`src/rtl/rle_enc_pkg.sv`:
```
package rle_enc_pkg;
  typedef enum logic [1:0] {
    ST_ACC = 2'd0,  // taking input, run may be pending
    ST_CMD = 2'd1,  // presenting count command
    ST_DAT = 2'd2   // presenting run byte
  } enc_st_e;
endpackage

```
`src/rtl/rle_run_match.sv`:
```
module rle_run_match #(
  parameter int DATA_W = 8,
  parameter int CNT_W  = 7,
  parameter int MAX_RUN = 128
) (
  input  logic              run_vld_i,
  input  logic [DATA_W-1:0] run_byte_i,
  input  logic [CNT_W-1:0]  run_cnt_i,
  input  logic [DATA_W-1:0] in_byte_i,
  output logic              extend_o,
  output logic              fills_o
);
  localparam logic [CNT_W-1:0] MAX_CNT  = CNT_W'(MAX_RUN - 1);
  localparam logic [CNT_W-1:0] LAST_CNT = CNT_W'(MAX_RUN - 2);

  assign extend_o = run_vld_i && (in_byte_i == run_byte_i) && (run_cnt_i != MAX_CNT);
  // extending from here reaches the run limit
  assign fills_o  = (run_cnt_i == LAST_CNT);
endmodule

```
`src/rtl/rle_item_fmt.sv`:
```
module rle_item_fmt
  import rle_enc_pkg::*;
#(
  parameter int DATA_W = 8,
  parameter int CNT_W  = 7
) (
  input  enc_st_e           st_i,
  input  logic [DATA_W-1:0] run_byte_i,
  input  logic [CNT_W-1:0]  run_cnt_i,
  output logic              valid_o,
  output logic              cmd_o,
  output logic [DATA_W-1:0] data_o
);
  always_comb begin
    valid_o = (st_i != ST_ACC);
    cmd_o   = (st_i == ST_CMD);
    data_o  = cmd_o ? DATA_W'(run_cnt_i) : run_byte_i;
  end
endmodule

```
`src/rtl/rle_byte_encoder.sv`:
```
module rle_byte_encoder
  import rle_enc_pkg::*;
#(
  parameter int DATA_W  = 8,
  parameter int MAX_RUN = 128
) (
  input  logic              clk_i,
  input  logic              rst_ni,
  input  logic              in_valid_i,
  input  logic [DATA_W-1:0] in_data_i,
  input  logic              in_last_i,
  output logic              in_ready_o,
  output logic              out_valid_o,
  output logic [DATA_W-1:0] out_data_o,
  output logic              out_cmd_o,
  input  logic              out_ready_i
);
  localparam int CNT_W = $clog2(MAX_RUN);

  enc_st_e           st_q;
  logic              run_vld_q;
  logic [DATA_W-1:0] run_byte_q;
  logic [CNT_W-1:0]  run_cnt_q;
  logic              hold_vld_q;
  logic [DATA_W-1:0] hold_byte_q;
  logic              hold_last_q;

  logic extend, fills, fire_in, fire_out;

  rle_run_match #(.DATA_W(DATA_W), .CNT_W(CNT_W), .MAX_RUN(MAX_RUN)) i_match (
    .run_vld_i (run_vld_q),
    .run_byte_i(run_byte_q),
    .run_cnt_i (run_cnt_q),
    .in_byte_i (in_data_i),
    .extend_o  (extend),
    .fills_o   (fills)
  );

  rle_item_fmt #(.DATA_W(DATA_W), .CNT_W(CNT_W)) i_fmt (
    .st_i      (st_q),
    .run_byte_i(run_byte_q),
    .run_cnt_i (run_cnt_q),
    .valid_o   (out_valid_o),
    .cmd_o     (out_cmd_o),
    .data_o    (out_data_o)
  );

  assign in_ready_o = (st_q == ST_ACC);
  assign fire_in    = in_valid_i && in_ready_o;
  assign fire_out   = out_valid_o && out_ready_i;

  always_ff @(posedge clk_i or negedge rst_ni) begin
    if (!rst_ni) begin
      st_q        <= ST_ACC;
      run_vld_q   <= 1'b0;
      run_byte_q  <= '0;
      run_cnt_q   <= '0;
      hold_vld_q  <= 1'b0;
      hold_byte_q <= '0;
      hold_last_q <= 1'b0;
    end else begin
      unique case (st_q)
        ST_ACC: if (fire_in) begin
          if (extend) begin
            run_cnt_q <= run_cnt_q + 1'b1;
            if (fills || in_last_i) st_q <= ST_CMD;  // limit reached or packet end
          end else if (!run_vld_q) begin
            run_vld_q  <= 1'b1;
            run_byte_q <= in_data_i;
            run_cnt_q  <= '0;
            if (in_last_i) st_q <= ST_DAT;
          end else begin
            // new byte breaks the run: park it, flush the old run
            hold_vld_q  <= 1'b1;
            hold_byte_q <= in_data_i;
            hold_last_q <= in_last_i;
            st_q        <= (run_cnt_q == '0) ? ST_DAT : ST_CMD;
          end
        end
        ST_CMD: if (fire_out) st_q <= ST_DAT;
        ST_DAT: if (fire_out) begin
          if (hold_vld_q) begin
            hold_vld_q <= 1'b0;
            run_vld_q  <= 1'b1;
            run_byte_q <= hold_byte_q;
            run_cnt_q  <= '0;
            st_q       <= hold_last_q ? ST_DAT : ST_ACC;
          end else begin
            run_vld_q <= 1'b0;
            st_q      <= ST_ACC;
          end
        end
        default: st_q <= ST_ACC;
      endcase
    end
  end

  a_r6_hold_stalled: assert property (@(posedge clk_i) disable iff (!rst_ni)
    out_valid_o && !out_ready_i |=> out_valid_o && $stable(out_data_o) && $stable(out_cmd_o));
  a_r6_no_input_while_out: assert property (@(posedge clk_i) disable iff (!rst_ni)
    out_valid_o |-> !in_ready_o);
  a_r3_cmd_msb_clear: assert property (@(posedge clk_i) disable iff (!rst_ni)
    out_valid_o && out_cmd_o |-> !out_data_o[DATA_W-1]);
  a_r2_cmd_nonzero: assert property (@(posedge clk_i) disable iff (!rst_ni)
    out_valid_o && out_cmd_o |-> out_data_o != '0);
  a_r4_cnt_limit: assert property (@(posedge clk_i) disable iff (!rst_ni)
    out_valid_o && out_cmd_o |-> out_data_o < DATA_W'(MAX_RUN));
  a_r9_cmd_then_data: assert property (@(posedge clk_i) disable iff (!rst_ni)
    out_valid_o && out_cmd_o && out_ready_i |=> out_valid_o && !out_cmd_o);
  a_r5_flush_on_last: assert property (@(posedge clk_i) disable iff (!rst_ni)
    in_valid_i && in_ready_o && in_last_i |=> out_valid_o);
endmodule

```
`config.mk`:
```
export PLATFORM = sky130hd
export DESIGN_NAME = rle_byte_encoder
export DESIGN_NICKNAME = d
export VERILOG_FILES = /design/src/rtl/rle_enc_pkg.sv /design/src/rtl/rle_run_match.sv /design/src/rtl/rle_item_fmt.sv /design/src/rtl/rle_byte_encoder.sv
export SDC_FILE = /design/constraint.sdc
export NUM_CORES = 1
export LEC_CHECK = 0
export BUFFER_PORTS_ARGS = -buffer_cell sky130_fd_sc_hd__buf_2
export CAP_MARGIN = 5
export CELL_PAD_IN_SITES_DETAIL_PLACEMENT = 2
export CELL_PAD_IN_SITES_GLOBAL_PLACEMENT = 2
export CORE_MARGIN = 8
export CORE_UTILIZATION = 35
export DETAILED_ROUTE_END_ITERATION = 12
export PLACE_DENSITY = 0.85
export RECOVER_POWER = 25
export SLEW_MARGIN = 40
export SYNTH_ARGS = -nofsm -noshare
export SYNTH_HDL_FRONTEND = slang
export SYNTH_SLANG_ARGS = --single-unit
```
`constraint.sdc`:
```
create_clock -name clk_i -period 2.3 [get_ports clk_i]
set_input_delay 0.46 -clock clk_i [delete_from_list [all_inputs] [get_ports clk_i]]
set_output_delay 0.46 -clock clk_i [all_outputs]
set_load 0.05 [all_outputs]
```
## Yosys cells after proc, flatten, opt, wreduce, memory -nomap -nowiden

Cells that the tools add are included.
Widths: inputs -> output; s select.

| word-level totals | value |
|---|---|
| flip-flop bits (word level) | 28 |
| bits in latches | 0 |
| memory bits (writable) | 0 |
| ROM bits | 0 |
| input port bits | 13 |
| output and inout bits | 11 |
| word-level logic and storage cells | 73 |
| memories kept | 0 |

| cells by class | value |
|---|---|
| add/sub/neg operators | 1 |
| $mul | 0 |
| div/mod/pow operators | 0 |
| order comparisons | 0 |
| equal/unequal tests | 15 |
| shift operators | 0 |
| mux-type cells | 34 |
| bitwise logic cells | 1 |
| reduce and logical (&&, ||, !) cells | 15 |

Operator list:

| kind | number |
|---|---|
| $mux 8 | 6 |
| $mux 7 | 5 |
| $mux 2 | 10 |
| $pmux 8 s2 | 1 |
| $reduce_and 5->1 | 3 |
| $pmux 7 s2 | 1 |
| $eq 8x8->1 | 1 |
| $mux 1 | 8 |
| $ne 2x2->1 const B | 4 |
| $reduce_and 4->1 | 2 |
| $add 7x1->7 const B | 1 |
| $eq 7x7->1 const B | 1 |
| $logic_not 7->1 | 1 |
| $ne 7x7->1 const B | 1 |
| $ne 2x1->1 const B | 3 |
| $ne 3x2->1 const B | 2 |
| $pmux 2 s3 | 1 |
| $reduce_and 6->1 | 1 |
| $logic_and 1x1->1 | 4 |
| $ne 4x2->1 const B | 1 |
| $pmux 1 s2 | 2 |
| $reduce_bool 2->1 | 2 |
| $eq 2x1->1 const B | 1 |
| $eq 2x2->1 const B | 1 |
| other kinds (3) | 3 |

## Depth between registers and ports, before layout

| depth | value |
|---|---|
| depth after elaboration | 6 |
| depth in mapped cells | 7 |
| depth with buffers taken out | 6 |

## By module

A second synthesis with hierarchy kept.

| second synthesis, totals | value |
|---|---|
| cells, all modules | 151 |
| area total of the unflattened synthesis | 1,731.7 sq um |

By module, submodules not included:

| module | instances | cells each | area each (sq um) | seq. area each (sq um) |
|---|---|---|---|---|
| rle_byte_encoder | 1 | 124 | 1,467.7 | 700.7 |
| rle_item_fmt | 1 | 11 | 145.1 | 0.0 |
| rle_run_match | 1 | 16 | 118.9 | 0.0 |

## Least setup slack after synthesis

OpenSTA, ideal clock, no wires.

| timing | value |
|---|---|
| path type | flip-flop to output port |
| start | reg st_q[1] |
| end | out out_data_o[0] |
| data arrival time | 1.891 ns |
| required time | 1.840 ns |
| path slack | -0.051 ns |
| stages on the path, launching flop included | 4 |
| path buffers | 1 |
| cells stage by stage | dfrtp_1 -> nand2b_1 -> clkbuf_1 -> o21ai_0 |

| between the ends | value |
|---|---|
| word-level cells in the longest chain between the ends | 2 |

Ends and longest elaborated chain:

| element | line | text |
|---|---|---|
| start, declared | rle_byte_encoder.sv:20 | `enc_st_e st_q;` |
| start signal, assigned | rle_byte_encoder.sv:77 | `st_q <= (run_cnt_q == '0) ? ST_DAT : ST_CMD;` |
| start signal, assigned | rle_byte_encoder.sv:87 | `st_q <= hold_last_q ? ST_DAT : ST_ACC;` |
| $eq 2x1->1 | rle_item_fmt.sv:16 | `cmd_o = (st_i == ST_CMD);` |
| $mux 8 | rle_item_fmt.sv:17 | `data_o = cmd_o ? DATA_W'(run_cnt_i) : run_byte_i;` |
| end, declared | rle_byte_encoder.sv:14 | `output logic [DATA_W-1:0] out_data_o,` |

No other way between the ends.

## Final worst setup path

Ends and elaborated chain as after synthesis.

==> qor.csv <==
stage,metric,value,unit
synth,part of the Yosys area used for sequential elements,0.428,
clock_tree,CTS root buffer,clkbuf_8,
sta,RSZ-0062 raised after global routing,no,
sta,crit path time final,2.16,ns
global_route,gr ovfl total,0,
sta,Setup WS post-layout,0.137,ns
placed_design,Place WS,0.107,ns
layout,Final #Nets,211,
setup_path,max incr delay on CP,0.46,ns
die,Die Wd,84.4,um
sta,Layout Skew,0.00135,ns
global_route,Tot GR Track Use,0.151,
global_route,initial antenna violation count,0,
die,Starting Density,0.354,
setup_path,Stages on worst setup path,4,
outcome,failing checks,"capacitance limit, slew limit",
layout,"commonest non-fill, non-tap cell in the layout",dfrtp_1,
clock_tree,postcts setup bufs,0,
setup_path,Crit Reg-Reg Endpoint,run_cnt_q[3],
die,area of the die,7120,um2
pwr,Pwr per Cell Area,1380,nW/um2
placed_design,Buffers on Ports,23,
clock_tree,"Hold-fix buffers, CTS",0,
setup_path,Crit. Startpoint,st_q[1],
detailed_routing,total wire length,5.16,mm
setup_path,critical path's most frequent cell,buf_4,
synth,#FFs+latches synth,28,
synth,Synth Instances,166,
die,I/O pin cnt,24,
synth,Ys Warns,0,
outcome,status,"complete, but fails checks",
synth,Most used DFF post-synth,dfrtp_1,
sta,final hold violation count,0,
setup_path,crit-path max FO,7,
placed_design,placed cells,244,
setup_path,Critical Path Start Type,flip-flop,
clock_tree,Clock Latency Late Sink,0.28,ns
setup_path,Worst path top cell family by delay,flip-flops,
setup_path,Crit. End Element,output pin,
pwr,Lkg Pwr,0.899,nW
global_route,vias in the first global route,1664,
min_path,HP Class,in2reg,
sta,Max Clk Rate,0.462,GHz
detailed_routing,DR vias/cell,5.62,
flow_run,Max-Cap Viols,1,
die,Core Footprint,4630,um2
layout,layout cell share with drive strength beyond 1,0.258,
synth,"EDFF count, synth",0,
sta,# setup viols final,0,
detailed_routing,routed len/inst,20.8,um
detailed_routing,DRC violations left,0,
setup_path,R2R Setup Slk,0.24,ns
sta,Fin Hold WS,0.417,ns
setup_path,FF-to-FF path depth,6,
pwr,maximum VDD drop,0.650,mV
clock_tree,H-tree lvl count,1,
sta,fin crit share,0.940,
layout,"non-filler cells, final",248,
global_route,largest net degree at the start of global routing,29,
setup_path,CP bufs+invs,2,
setup_path,Critical Path Sink,out_data_o[0],
clock_tree,clock sinks,28,
clock_tree,total CTS buffers,3,
layout,Syn-to-layout area delta,17.6,%
placed_design,detailed placement HPWL,3.86,mm
synth,"Distinct cells, synth",44,
min_path,hold depth,2,
placed_design,Routability Congestion,0.800,
setup_path,data required time at the worst endpoint,1.84,ns
sta,Slew @ Worst Pin,1.57,ns
clock_tree,CTS max path bufs,2,
synth,syn_nets,182,
sta,"Slew Viols, Final",29,
synth,Async SR Flop Fraction,1.00,
detailed_routing,detailed-router iteration count before antenna repair,4,
die,# rows,25,
synth,Syn Area/Cell,9.87,um2
global_route,first-pass GRT wire length,8.61,mm
clock_tree,clk slew on worst S/H paths,0.10,ns
layout,# diodes,0,
setup_path,critical path type,reg2out,
layout,most frequent cells in the layout,"dfrtp_1 (28), nand2_1 (21), buf_2 (21), nor2_1 (14), a21oi_1 (14)",
detailed_routing,via count,1394,
detailed_routing,DRT iter0 DRCs,48,
detailed_routing,ANT nets after route,0,
setup_path,WP data arrival,1.70,ns
layout,Fillers,506,
die,Vert. Die Dim,84.4,um
setup_path,worst path cell trace,nand2b_2 > buf_4 > o21ai_0 > buf_4,
setup_path,R2R Path Start,run_cnt_q[1],
setup_path,"Slowest-stage cell, CP",dfrtp_1,
synth,"Cell Area, Synth",1640,um2
clock_tree,CTS tree,done,
sta,Rel. slew slack,-0.0459,
[worst register-to-register path: stages, from the launching register on]
cell	delay [ns]
dfrtp_1	0.46
ha_1	0.28
nand3_1	0.25
nand2b_1	0.13
buf_4	0.17
or4_1	0.47
a21oi_1	0.22
[synthesized netlist by cell type (all sizes together), types with 4 or more instances]
| master | number | area [um2] |
|---|---|---|
| nand2b | 5 | 38.8 |
| a21oi | 14 | 70.1 |
| xnor2 | 8 | 70.1 |
| mux2 | 10 | 146 |
| o21ai | 4 | 20.0 |
| nand3 | 5 | 25.0 |
| buf | 4 | 25.0 |
| nor2 | 14 | 52.6 |
| nand2 | 21 | 78.8 |
| mux2i | 9 | 90.1 |
| inv | 6 | 22.5 |
| dfrtp | 28 | 701 |
[metal layers]
layer | wire length [um] | vias to the layer above | GRT usage
met4 | 78 | 0 | 0.0469
met1 | 2200 | 713 | 0.172
li1 | - | 641 | -
met5 | 0 | - | 0
met3 | 152 | 12 | 0.0302
met2 | 2730 | 28 | 0.274
[kinds of logic after synthesis]
family | synth area share
AND/OR/NAND/NOR | 0.195
XOR/XNOR | 0.0428
adder cells (fa/ha/maj) | 0.0229
buffers and inverters | 0.0344
multiplexers | 0.144
AO/OA/AOI/OAI | 0.133
flip-flops | 0.428
[metrics by stage]
stage          area [um2]   util  total power [mW]  TNS, ns
6_report             1930  0.416              2.66        0
5_1_grt              1930  0.416              2.82        0
4_1_cts              1930  0.416              2.69        0
3_5_place_dp         1850  0.400              2.27        0
3_3_place_gp         1850  0.400              2.18        0
2_1_floorplan        1640      -              1.85   -0.153
[power breakdown]
group | switching, mW | internal (mW) | total [mW]
Sequential | 0.168 | 0.672 | 0.839
Combinational | 0.868 | 0.554 | 1.42
Clock | 0.166 | 0.233 | 0.400
[state kept, by name, summed over array words and instances, names as in the netlist]
name         flops
run_cnt_q        7
hold_last_q      1
st_q             2
run_vld_q        1
hold_vld_q       1
run_byte_q       8
hold_byte_q      8
[worst min path at each step]
stage | endpoint | slack [ns] | start
finish | st_q[0] | 0.42 | out_ready_i
global route | st_q[0] | 0.43 | out_ready_i
CTS | run_cnt_q[0] | 0.22 | rst_ni
detailed placement | hold_byte_q[1] | 0.51 | hold_byte_q[1]
global placement | hold_byte_q[4] | 0.50 | hold_byte_q[4]
floorplan | hold_byte_q[0] | 0.16 | rst_ni
[final cells by class]
type	count	area (um2)	area share
Clock inverter	1	30.0	0.0156
Clock buffer	3	41.3	0.0214
Inverter	6	22.5	0.0117
Timing Repair Buffer	30	181	0.0942
Sequential cell	28	701	0.364
Tap cell	54	67.6	0.0351
Multi-Input combinational cell	126	883	0.458
[repair_timing]
item                                    CTS  global route
gates resized for setup                   1             2
endpoints found under the hold margin     0             0
endpoints found under the setup margin    1             6
(Power assumes the default switching activity.)
